**config.mk**
```make
export PLATFORM = sky130hd
export DESIGN_NAME = adc_seq_host
export DESIGN_NICKNAME = d
export VERILOG_FILES = /design/src/rtl/adc_seq_pkg.sv /design/src/rtl/adc_drdy_edge.sv /design/src/rtl/adc_spi_byte.sv /design/src/rtl/adc_seq_host.sv
export SDC_FILE = /design/constraint.sdc
export NUM_CORES = 1
export LEC_CHECK = 0
export ABC_AREA = 1
export BUFFER_PORTS_ARGS = -buffer_cell sky130_fd_sc_hd__buf_4
export CORE_MARGIN = 3
export CORE_UTILIZATION = 64
export DETAILED_ROUTE_END_ITERATION = 10
export PLACE_DENSITY = 0.91
export SYNTH_ARGS = -nofsm -noshare
export SYNTH_HDL_FRONTEND = slang
export SYNTH_HIERARCHICAL = 1
export SYNTH_SLANG_ARGS = --single-unit
```
**constraint.sdc**
```tcl
create_clock -name clk -period 5.95 [get_ports clk]
set_input_delay 0.595 -clock clk [delete_from_list [all_inputs] [get_ports clk]]
set_output_delay 0.595 -clock clk [all_outputs]
set_load 0.1 [all_outputs]
```
**src/rtl/adc_seq_pkg.sv**
```systemverilog
package adc_seq_pkg;

    typedef enum logic [3:0] {
        ST_PWRUP,
        ST_RESET,
        ST_RSTWAIT,
        ST_STATRD,
        ST_STATCLR,
        ST_CFGWR,
        ST_CFGRD,
        ST_START,
        ST_IDLE,
        ST_RDATA,
        ST_STOP,
        ST_HALT
    } seq_state_t;

    typedef enum logic [1:0] {
        FP_OFF,
        FP_SETUP,
        FP_SHIFT,
        FP_HOLD
    } frame_phase_t;

    localparam logic [7:0] OP_RESET    = 8'h06;
    localparam logic [7:0] OP_START    = 8'h08;
    localparam logic [7:0] OP_STOP     = 8'h0A;
    localparam logic [7:0] OP_RDATA    = 8'h12;
    localparam logic [7:0] OP_RREG     = 8'h20;
    localparam logic [7:0] OP_WREG     = 8'h40;
    localparam logic [7:0] STATUS_ADDR = 8'h01;
    localparam int         STAT_BUSY_BIT = 6;

endpackage

```
**src/rtl/adc_drdy_edge.sv**
```systemverilog
module adc_drdy_edge (
    input  logic clk,
    input  logic rst_n,
    input  logic drdy_n,
    output logic fall
);
    // two synchroniser flops plus one history flop
    logic [2:0] sync_q;

    always_ff @(posedge clk or negedge rst_n) begin
        if (!rst_n) sync_q <= 3'b111;
        else        sync_q <= {sync_q[1:0], drdy_n};
    end

    assign fall = sync_q[2] & ~sync_q[1];

endmodule

```
**src/rtl/adc_spi_byte.sv**
```systemverilog
module adc_spi_byte #(
    parameter int HALF = 4
) (
    input  logic       clk,
    input  logic       rst_n,
    input  logic       go,
    input  logic [7:0] tx,
    input  logic       miso,
    output logic       sclk,
    output logic       mosi,
    output logic [7:0] rx,
    output logic       done
);
    localparam int HW = $clog2(HALF + 1);

    logic          busy;
    logic [2:0]    bitn;
    logic [HW-1:0] hcnt;
    logic [6:0]    sh;
    logic          half_end;

    assign half_end = (hcnt == HW'(HALF - 1));

    always_ff @(posedge clk or negedge rst_n) begin
        if (!rst_n) begin
            busy <= 1'b0;
            bitn <= '0;
            hcnt <= '0;
            sh   <= '0;
            sclk <= 1'b0;
            mosi <= 1'b0;
            rx   <= '0;
            done <= 1'b0;
        end else begin
            done <= 1'b0;
            if (!busy) begin
                if (go) begin
                    busy <= 1'b1;
                    sclk <= 1'b1;
                    mosi <= tx[7];
                    sh   <= tx[6:0];
                    bitn <= '0;
                    hcnt <= '0;
                end
            end else if (!half_end) begin
                hcnt <= hcnt + 1'b1;
            end else begin
                hcnt <= '0;
                if (sclk) begin
                    sclk <= 1'b0;
                    rx   <= {rx[6:0], miso};
                end else if (bitn == 3'd7) begin
                    busy <= 1'b0;
                    done <= 1'b1;
                end else begin
                    bitn <= bitn + 1'b1;
                    sclk <= 1'b1;
                    mosi <= sh[6];
                    sh   <= {sh[5:0], 1'b0};
                end
            end
        end
    end

    // data line only moves together with a rising clock
    p_mosi_on_rise_r2: assert property (@(posedge clk) disable iff (!rst_n)
        !$rose(sclk) |-> $stable(mosi));

    // a new byte is only launched into an idle shifter
    p_go_idle_r2: assert property (@(posedge clk) disable iff (!rst_n)
        go |-> !busy);

endmodule

```
**src/rtl/adc_seq_host.sv**
```systemverilog
module adc_seq_host
    import adc_seq_pkg::*;
#(
    parameter int SCLK_HALF    = 4,
    parameter int PWRUP_CYC    = 550000,
    parameter int RSTWAIT_CYC  = 250000,
    parameter int CS_SETUP_CYC = 8,
    parameter int CS_HOLD_CYC  = 8,
    parameter int NREG         = 4,
    parameter int CFG_BASE     = 2,
    parameter bit DO_RESET     = 1'b1,
    parameter bit DO_STATUS    = 1'b1
) (
    input  logic              clk,
    input  logic              rst_n,
    input  logic [NREG*8-1:0] cfg_regs,
    input  logic              drdy_n,
    input  logic              stop_req,
    input  logic              miso,
    output logic              cs_n,
    output logic              sclk,
    output logic              mosi,
    output logic [15:0]       result,
    output logic              result_valid,
    output logic              cfg_err
);
    localparam int T_A  = (PWRUP_CYC > RSTWAIT_CYC) ? PWRUP_CYC : RSTWAIT_CYC;
    localparam int T_B  = (CS_SETUP_CYC > CS_HOLD_CYC) ? CS_SETUP_CYC : CS_HOLD_CYC;
    localparam int TMAX = (T_A > T_B) ? T_A : T_B;
    localparam int TW   = $clog2(TMAX + 1);
    localparam int IW   = $clog2(NREG + 3);
    localparam logic [7:0] BASE8 = 8'(CFG_BASE);
    localparam logic [7:0] CNT8  = 8'(NREG - 1);
    localparam seq_state_t AFTER_RST = DO_STATUS ? ST_STATRD : ST_CFGWR;
    localparam seq_state_t AFTER_PWR = DO_RESET ? ST_RESET : AFTER_RST;

    seq_state_t   state, st_nx;
    frame_phase_t phase;
    logic [TW-1:0] timer;
    logic [IW-1:0] idx, flen;
    logic [7:0]   tx_byte, cfg_sel, rx_byte, res_hi, res_lo;
    logic         go, byte_done, drdy_fall;
    logic         drdy_pend, stop_pend, stat_busy, pend_clr;
    logic         frame_end, timer_zero, in_frame;

    adc_drdy_edge u_edge (
        .clk    (clk),
        .rst_n  (rst_n),
        .drdy_n (drdy_n),
        .fall   (drdy_fall)
    );

    adc_spi_byte #(.HALF(SCLK_HALF)) u_shift (
        .clk   (clk),
        .rst_n (rst_n),
        .go    (go),
        .tx    (tx_byte),
        .miso  (miso),
        .sclk  (sclk),
        .mosi  (mosi),
        .rx    (rx_byte),
        .done  (byte_done)
    );

    assign timer_zero = (timer == '0);
    assign frame_end  = (phase == FP_HOLD) && timer_zero;
    assign in_frame   = (state != ST_PWRUP) && (state != ST_RSTWAIT) &&
                        (state != ST_IDLE)  && (state != ST_HALT);
    assign pend_clr   = ((state == ST_IDLE) && !stop_pend && drdy_pend) ||
                        ((state == ST_START) && frame_end);

    // frame content: byte to send and frame length for the current state
    always_comb begin
        cfg_sel = 8'h00;
        for (int k = 0; k < NREG; k++) begin
            if (idx == IW'(k + 2)) cfg_sel = cfg_regs[k*8 +: 8];
        end
        tx_byte = 8'h00;
        flen    = IW'(1);
        unique case (state)
            ST_RESET:   tx_byte = OP_RESET;
            ST_STATRD: begin
                flen = IW'(3);
                if (idx == '0) tx_byte = OP_RREG + STATUS_ADDR;
            end
            ST_STATCLR: begin
                flen = IW'(3);
                if (idx == '0) tx_byte = OP_WREG + STATUS_ADDR;
            end
            ST_CFGWR: begin
                flen = IW'(NREG + 2);
                if (idx == '0)          tx_byte = OP_WREG + BASE8;
                else if (idx == IW'(1)) tx_byte = CNT8;
                else                    tx_byte = cfg_sel;
            end
            ST_CFGRD: begin
                flen = IW'(NREG + 2);
                if (idx == '0)          tx_byte = OP_RREG + BASE8;
                else if (idx == IW'(1)) tx_byte = CNT8;
            end
            ST_START:   tx_byte = OP_START;
            ST_RDATA: begin
                flen = IW'(3);
                if (idx == '0) tx_byte = OP_RDATA;
            end
            ST_STOP:    tx_byte = OP_STOP;
            default:    ;
        endcase
    end

    // next-state logic
    always_comb begin
        st_nx = state;
        unique case (state)
            ST_PWRUP:   if (timer_zero) st_nx = AFTER_PWR;
            ST_RESET:   if (frame_end)  st_nx = ST_RSTWAIT;
            ST_RSTWAIT: if (timer_zero) st_nx = AFTER_RST;
            ST_STATRD:  if (frame_end)  st_nx = stat_busy ? ST_STATRD : ST_STATCLR;
            ST_STATCLR: if (frame_end)  st_nx = ST_CFGWR;
            ST_CFGWR:   if (frame_end)  st_nx = ST_CFGRD;
            ST_CFGRD:   if (frame_end)  st_nx = ST_START;
            ST_START:   if (frame_end)  st_nx = ST_IDLE;
            ST_IDLE: begin
                if (stop_pend)      st_nx = ST_STOP;
                else if (drdy_pend) st_nx = ST_RDATA;
            end
            ST_RDATA:   if (frame_end)  st_nx = ST_IDLE;
            ST_STOP:    if (frame_end)  st_nx = ST_HALT;
            ST_HALT:    st_nx = ST_HALT;
            default:    st_nx = ST_HALT;
        endcase
    end

    // state register
    always_ff @(posedge clk or negedge rst_n) begin
        if (!rst_n) state <= ST_PWRUP;
        else        state <= st_nx;
    end

    // frame sequencing, timers and outputs
    always_ff @(posedge clk or negedge rst_n) begin
        if (!rst_n) begin
            phase        <= FP_OFF;
            timer        <= TW'(PWRUP_CYC);
            idx          <= '0;
            cs_n         <= 1'b1;
            go           <= 1'b0;
            drdy_pend    <= 1'b0;
            stop_pend    <= 1'b0;
            stat_busy    <= 1'b1;
            res_hi       <= '0;
            res_lo       <= '0;
            result       <= '0;
            result_valid <= 1'b0;
            cfg_err      <= 1'b0;
        end else begin
            go           <= 1'b0;
            result_valid <= 1'b0;
            if (drdy_fall)     drdy_pend <= 1'b1;
            else if (pend_clr) drdy_pend <= 1'b0;
            if (stop_req) stop_pend <= 1'b1;

            unique case (phase)
                FP_OFF: begin
                    if (in_frame) begin
                        cs_n  <= 1'b0;
                        phase <= FP_SETUP;
                        timer <= TW'(CS_SETUP_CYC);
                        idx   <= '0;
                    end else if (!timer_zero) begin
                        timer <= timer - 1'b1;
                    end
                end
                FP_SETUP: begin
                    if (!timer_zero) begin
                        timer <= timer - 1'b1;
                    end else begin
                        go    <= 1'b1;
                        phase <= FP_SHIFT;
                    end
                end
                FP_SHIFT: begin
                    if (byte_done) begin
                        if (state == ST_STATRD && idx == IW'(2))
                            stat_busy <= rx_byte[STAT_BUSY_BIT];
                        if (state == ST_CFGRD && idx >= IW'(2) && rx_byte != cfg_sel)
                            cfg_err <= 1'b1;
                        if (state == ST_RDATA && idx == IW'(1)) res_hi <= rx_byte;
                        if (state == ST_RDATA && idx == IW'(2)) res_lo <= rx_byte;
                        if (idx == flen - 1'b1) begin
                            phase <= FP_HOLD;
                            timer <= TW'(CS_HOLD_CYC);
                        end else begin
                            idx <= idx + 1'b1;
                            go  <= 1'b1;
                        end
                    end
                end
                FP_HOLD: begin
                    if (!timer_zero) begin
                        timer <= timer - 1'b1;
                    end else begin
                        cs_n  <= 1'b1;
                        phase <= FP_OFF;
                        if (st_nx == ST_RSTWAIT) timer <= TW'(RSTWAIT_CYC);
                        if (state == ST_RDATA) begin
                            result       <= {res_hi, res_lo};
                            result_valid <= 1'b1;
                        end
                    end
                end
                default: phase <= FP_OFF;
            endcase
        end
    end

    // ---------------- assertions ----------------
    localparam int CMAX = T_B + 1;
    localparam int CW   = $clog2(CMAX + 1);
    logic [CW-1:0] low_cnt, fall_cnt;
    logic          sclk_d;

    always_ff @(posedge clk or negedge rst_n) begin
        if (!rst_n) begin
            low_cnt  <= '0;
            fall_cnt <= '0;
            sclk_d   <= 1'b0;
        end else begin
            sclk_d <= sclk;
            if (cs_n)                         low_cnt <= '0;
            else if (low_cnt != CW'(CMAX))    low_cnt <= low_cnt + 1'b1;
            if (sclk_d && !sclk)              fall_cnt <= '0;
            else if (fall_cnt != CW'(CMAX))   fall_cnt <= fall_cnt + 1'b1;
        end
    end

    p_sclk_idle_r2: assert property (@(posedge clk) disable iff (!rst_n)
        cs_n |-> !sclk);

    p_cs_setup_r3: assert property (@(posedge clk) disable iff (!rst_n)
        $rose(sclk) |-> (low_cnt >= CW'(CS_SETUP_CYC)));

    p_cs_hold_r3: assert property (@(posedge clk) disable iff (!rst_n)
        $rose(cs_n) |-> (fall_cnt >= CW'(CS_HOLD_CYC)));

    p_cfg_err_sticky_r6: assert property (@(posedge clk) disable iff (!rst_n)
        cfg_err |=> cfg_err);

    p_valid_single_r8: assert property (@(posedge clk) disable iff (!rst_n)
        result_valid |=> !result_valid);

    p_valid_at_cs_rise_r8: assert property (@(posedge clk) disable iff (!rst_n)
        result_valid |-> $rose(cs_n));

    p_halt_quiet_r10: assert property (@(posedge clk) disable iff (!rst_n)
        (state == ST_HALT) |-> (cs_n && !sclk));

endmodule

```
# Word-level counts from Yosys, hierarchy flattened
# Index checks and enable logic that the tools add are counted.
dict set report classes {
  add_sub_neg 5
  magnitude_cmp 1
  eq_ne 36
  n_mux 85
  n_bitwise 2
  n_reduce_logical 38
}
# cell count
set ops {}
lappend ops {{two-way mux 20 bit} 6}
lappend ops {{one-hot mux 20 bit (4 select lines)} 1}
lappend ops {{one-hot mux 8 bit (8 select lines)} 1}
lappend ops {{two-way mux 8 bit} 6}
lappend ops {{two-way mux 4 bit} 11}
lappend ops {{two-way mux 7 bit} 6}
lappend ops {{one-hot mux 4 bit (10 select lines)} 1}
lappend ops {{two-way mux 3 bit} 11}
lappend ops {{two-way mux 1 bit} 28}
lappend ops {{AND reduction 3 bit} 8}
lappend ops {{zero test 20 bit} 1}
lappend ops {{subtractor 20 x 1 -> 20 bit (second input constant)} 1}
lappend ops {{equality test 4 x 3 -> 1 bit (second input constant)} 4}
lappend ops {{inequality test 2 bit (second input constant)} 8}
lappend ops {{equality test 4 x 2 -> 1 bit (second input constant)} 3}
lappend ops {{equality test 4 bit (second input constant)} 3}
lappend ops {{logical AND 1 bit} 12}
lappend ops {{two-way mux 2 bit} 6}
lappend ops {{two-way mux 6 bit} 2}
lappend ops {{one-hot mux 3 bit (2 select lines)} 2}
lappend ops {{adder 3 x 1 -> 3 bit (second input constant)} 3}
lappend ops {{equality test 3 x 2 -> 1 bit (second input constant)} 3}
lappend ops {{equality test 3 bit (second input constant)} 3}
lappend ops {{inequality test 4 bit (second input constant)} 2}
lappend ops {{28 further kinds} 35}
dict set report word_totals {
  reg_bits 96
  inputBits 37
  elab_cells 190
}

# Depth between registers and ports, before layout
dict set report logic_depth {
  word_depth 10
  depth_mapped 17
}

# Hierarchy
# The synthesis kept the hierarchy.
# module instances cells_each area_per_inst_um2 seq_area_each_um2
set modules_own_cells {}
lappend modules_own_cells {adc_seq_host 1 616 4364.2 1712.9}
lappend modules_own_cells {adc_spi_byte 1 142 1148.6 625.6}
lappend modules_own_cells {adc_drdy_edge 1 5 88.8 78.8}

# Least setup slack after synthesis
# No wires, ideal clock.
dict set report synth_path {
  path_kind {flip-flop to flip-flop}
  startpoint {reg idx[1]}
  endpoint {reg cfg_err}
  setup_ns 0.119
  arrival_time_ns 1.959
  required_time_ns 5.831
  slack_ns 3.872
  stages_incl_launch_ff 15
  n_path_buf 1
  synth_period_minus_slack_ns 2.078
  path_cell_list {dfrtp_1 -> ha_1 -> ha_1 -> clkbuf_1 -> inv_1 -> nand3_1 -> nand3_1 -> o21ai_0 -> o21ai_0 -> xor2_1 -> nand2_1 -> nor2_1 -> nand2_1 -> nand2_1 -> nand2_1}
}
dict set report synth_between {
  elab_chain_cells 8
  elab_cells_between_ends 13
  classes_between {order compare: 1; eq/ne: 5; mux: 4; reduce/logical: 3}
}
# element line
set synth_rtl {}
lappend synth_rtl {{from (decl)} adc_seq_host.sv:40} ;# logic [IW-1:0] idx, flen;
lappend synth_rtl {{from (signal assigned)} adc_seq_host.sv:194} ;# idx <= idx + 1'b1;
lappend synth_rtl {{equality test 3 x 2 -> 1 bit} adc_seq_host.sv:76} ;# if (idx == IW'(k + 2)) cfg_sel = cfg_regs[k*8 +: 8];
lappend synth_rtl {{two-way mux 8 bit (4 in a row)} adc_seq_host.sv:76}
lappend synth_rtl {{inequality test 8 bit} adc_seq_host.sv:186} ;# if (state == ST_CFGRD && idx >= IW'(2) && rx_byte != cfg_sel)
lappend synth_rtl {{logical AND 1 bit *} adc_seq_host.sv:186}
lappend synth_rtl {{AND reduction 3 bit (no line) *} -}
lappend synth_rtl {{to (signal assigned)} adc_seq_host.sv:155} ;# cfg_err <= 1'b0;
lappend synth_rtl {{to (signal assigned)} adc_seq_host.sv:187} ;# cfg_err <= 1'b1;
lappend synth_rtl {{to (decl)} adc_seq_host.sv:25} ;# output logic cfg_err
# Mark *: on every way between the ends. The rest lies on a longest branch, timed or not.
# A chain may end at the register's enable or synchronous reset.

# Worst setup path in the final report
dict set report layout_path {
  startpoint {reg timer[0]}
  endpoint {reg result[13]}
}
dict set report layout_between {
  elab_chain_cells 2
}
# element line
set layout_rtl {}
lappend layout_rtl {{from (decl)} adc_seq_host.sv:39} ;# logic [TW-1:0] timer;
lappend layout_rtl {{from (signal assigned)} adc_seq_host.sv:144} ;# timer <= TW'(PWRUP_CYC);
lappend layout_rtl {{from (signal assigned)} adc_seq_host.sv:168} ;# timer <= TW'(CS_SETUP_CYC);
lappend layout_rtl {{from (signal assigned)} adc_seq_host.sv:171} ;# timer <= timer - 1'b1;
lappend layout_rtl {{zero test 20 bit} adc_seq_host.sv:65} ;# assign timer_zero = (timer == '0);
lappend layout_rtl {{AND reduction 3 bit (no line)} -}
lappend layout_rtl {{to (signal assigned)} adc_seq_host.sv:207} ;# result <= {res_hi, res_lo};
lappend layout_rtl {{to (decl)} adc_seq_host.sv:23} ;# output logic [15:0] result,
# No other way between the ends.

==> out/summary.txt <==
run status: completed
final hold vios: 0
largest net degree at the start of global routing: 61
initial core utilization: 0.672
CP Buf/Inv Count: 2
Final period util: 0.453
filler instances: 602
critical path, cell by cell: inv_1 > ha_1 > nand2_1 > nor2_1 > nand3_2 > nor2_4 > inv_2 > nor2_1 > nand2_1 > nand2_1
cell area after placement: 6040 um^2
RSZ-0062 raised after global routing: no
grt total ovfl: 0
CP dominant cell by count: nand2_1
clk slew on worst S/H paths: 110 ps
Netlist cell types: 40
Ports: 58
Final #Nets: 864
design area: 6250 um^2
required time of the critical path: 6260 ps
Gate power share: 0.032
Mapped Avg Cell Area: 7.34 um^2
part of the Yosys area used for sequential elements: 0.432
f_max: 0.371 GHz
Top Family by Delay on Critical Path: simple AND/OR/NAND/NOR gates
min Tclk post-route: 2690 ps
# H-tree levels: 3
non-filler instance count after layout: 921
FP Rows: 33
area delta synth->final: 11.6%
Synth area leaders: dfrtp_1 (38%), nand2_1 (18%), nand3_1 (6.2%), dfstp_2 (5.6%), nor2_1 (5.1%)
1st-pass router iterations: 6
reg2reg setup slack: 3260 ps
part of the power in registers: 0.581
CP Max Fanout: 17
Rel. slew slack: 0.250
LEAKAGE: 3.45 nW
Pwr Density: 181 nW/um^2
Clock Skew: 17.8 ps
vias in the first global route: 4743
Max Cap Violations: 0
Starting DRT DRC Count: 412
Synth Cell Area: 5600 um^2
first-pass GRT wire length: 22.6 mm
WL final: 13.1 mm
reg2reg start: timer[0]
sw frac: 0.256
CTS tree: done
YS warnings: 6
area of the multi-input gates: 2820 um^2
top-area cell type share of the netlist area: 0.375
die width: 99.6 um
CTS Buffer Depth: 2
cells after synthesis: 763
worst reg2reg endpoint: result[13]
setup tns final: 0 ps
cts repair resizes: 0
Finish-stage setup viols: 0
CP Capture Type: flop
flops & latches, synth: 96
Min Hold Slack: 143 ps
post-synthesis net count: 816
ys flop type: dfrtp_1
slowest cell on the critical path: nor2_1
fin. max-slew vios: 0
WL/cell: 14.3 um
Sequential Area: 2420 um^2
P_int: 0.842 mW
Tightest Pin Transition: 1110 ps
DP HPWL: 9.74 mm
WP data arrival: 3010 ps
CTS Sinks: 96
layout cell share with drive strength beyond 1: 0.141
Setup CP Type: reg -> reg
placed cells: 905
Post-route DRC: 0
Die H: 99.6 um
latest clock arrival within the worst-skew pair: 380 ps
Critical Path Start: timer[0]
number of synthesized flops with an enable pin: 0
Port Buffers: 57
Global Route Usage Sum: 0.281
Setup crit start kind: flop
RD Place Congestion: 0.955
CTS Root Cell: clkbuf_8
Clock Power Share: 0.387
Setup Buffers After CTS: 0
cell taking the most area after synthesis: dfrtp_1
Vias/cell: 5.62
via count: 5177
antenna violations before repair: 0
Levels on crit path: 10
core area: 8340 um^2
Num CTS Buffers: 9
worst hold path type: in -> async
net load switching power: 0.290 mW
end of the critical path: result[13]
total die area: 9910 um^2
final core utilization: 0.750
Register-to-Register Path Depth: 10
CP max stage delay: 800 ps
Detail Route Antenna Nets: 0
CTS Hold Bufs: 0
FFs w/ async S/R, synth: 1.00
worst vdd ir: 0.000119 V
ANT cells: 0
-- metrics by stage --
step                setup slack, ps  power, mW
global route                   2970       1.17
finish                         3260       1.13
global placement               3470      0.706
CTS                            3290       1.14
detailed placement             3320      0.707
floorplan                      3870      0.674
-- cells by family after synthesis --
| family | count (synthesis) | synth area share |
|---|---|---|
| flops | 96 | 0.432 |
| xor+xnor | 21 | 0.0328 |
| fa+ha+maj | 16 | 0.0357 |
| compound gates | 86 | 0.0826 |
| buf+inv | 85 | 0.0654 |
| simple gates | 459 | 0.352 |
-- synth_stat cells (2+ instances only) --
cell	n
a21oi_1	20
buf_2	11
buf_6	4
clkbuf_1	5
dfrtp_1	84
dfstp_2	12
ha_1	16
inv_1	59
inv_2	5
nand2_1	271
nand2_2	2
nand2_4	2
nand3_1	69
nand3_2	3
nand4_1	7
nor2_1	76
nor2_2	6
nor2_4	4
nor3_1	11
o211ai_1	2
o21ai_0	53
o21ai_1	3
or2_2	2
xnor2_1	3
xor2_1	18
-- power by group through the flow --
| stage | combinational (mW) | clock (mW) | sequential (mW) |
|---|---|---|---|
| floorplan | 0.00441 | 0 | 0.670 |
| global placement | 0.0364 | 0 | 0.670 |
| detailed placement | 0.0373 | 0 | 0.670 |
| CTS | 0.0374 | 0.442 | 0.658 |
| global route | 0.0410 | 0.472 | 0.658 |
| finish | 0.0364 | 0.438 | 0.658 |
-- worst reg2reg max path, stage by stage, from the launching register on --
cell and delay, ps:
dfrtp_1 390, inv_1 170, ha_1 220, nand2_1 60, nor2_1 170, nand3_2 280, nor2_4 220, inv_2 50
nor2_1 800, nand2_1 160, nand2_1 120
-- state kept, by name, indices dropped and copies added, names as in the netlist --
name,count
timer,20
result,16
res_hi,8
res_lo,8
u_shift/rx,8
u_shift/sh,7
state,4
idx,3
u_edge/sync_q,3
u_shift/bitn,3
u_shift/hcnt,3
phase,2
cfg_err,1
cs_n,1
drdy_pend,1
go,1
result_valid,1
stat_busy,1
stop_pend,1
u_shift/busy,1
u_shift/done,1
u_shift/mosi,1
u_shift/sclk,1
-- per-layer routing --
| layer | GRT usage | vias to the layer above | part of all wire |
|---|---|---|---|
| met5 | 0 | - | 0 |
| met4 | 0.0998 | 0 | 0.021 |
| met3 | 0.0372 | 26 | 0.066 |
| met2 | 0.426 | 215 | 0.46 |
| met1 | 0.417 | 2396 | 0.45 |
| li1 | - | 2540 | - |
-- cells in the final DEF, fill, tap and decap left out, drive strengths merged, types with 3 or more instances in the layout --
cell type,netlist,routed
a21oi,21,21
buf,16,58
clkbuf,5,9
clkinv,0,4
dfrtp,84,84
dfstp,12,12
ha,16,16
inv,64,67
nand2,275,275
nand3,73,73
nand4,7,7
nor2,87,87
nor3,11,11
o21ai,56,56
xnor2,3,3
xor2,18,18
-- cell type report --
| cell class | instances | share of cell area |
|---|---|---|
| Clock inverter | 7 | 0.0138 |
| Timing Repair Buffer | 58 | 0.0696 |
| Clock buffer | 9 | 0.0198 |
| Tap cell | 105 | 0.0210 |
| Inverter | 64 | 0.0384 |
| Sequential cell | 96 | 0.387 |
| Multi-Input combinational cell | 582 | 0.451 |
-- how the worst min path moves through the flow --
stage,slack (ps),cells past startpoint,endpoint,startpoint
finish,140,1,result[12],rst_n
floorplan,300,0,cfg_err,rst_n
detailed placement,350,0,u_edge/sync_q[1],u_edge/sync_q[0]
global placement,350,0,u_edge/sync_q[1],u_edge/sync_q[0]
global route,170,1,result[12],rst_n
CTS,160,1,result[12],rst_n
Note: power is estimated with default switching activity, not from simulation.
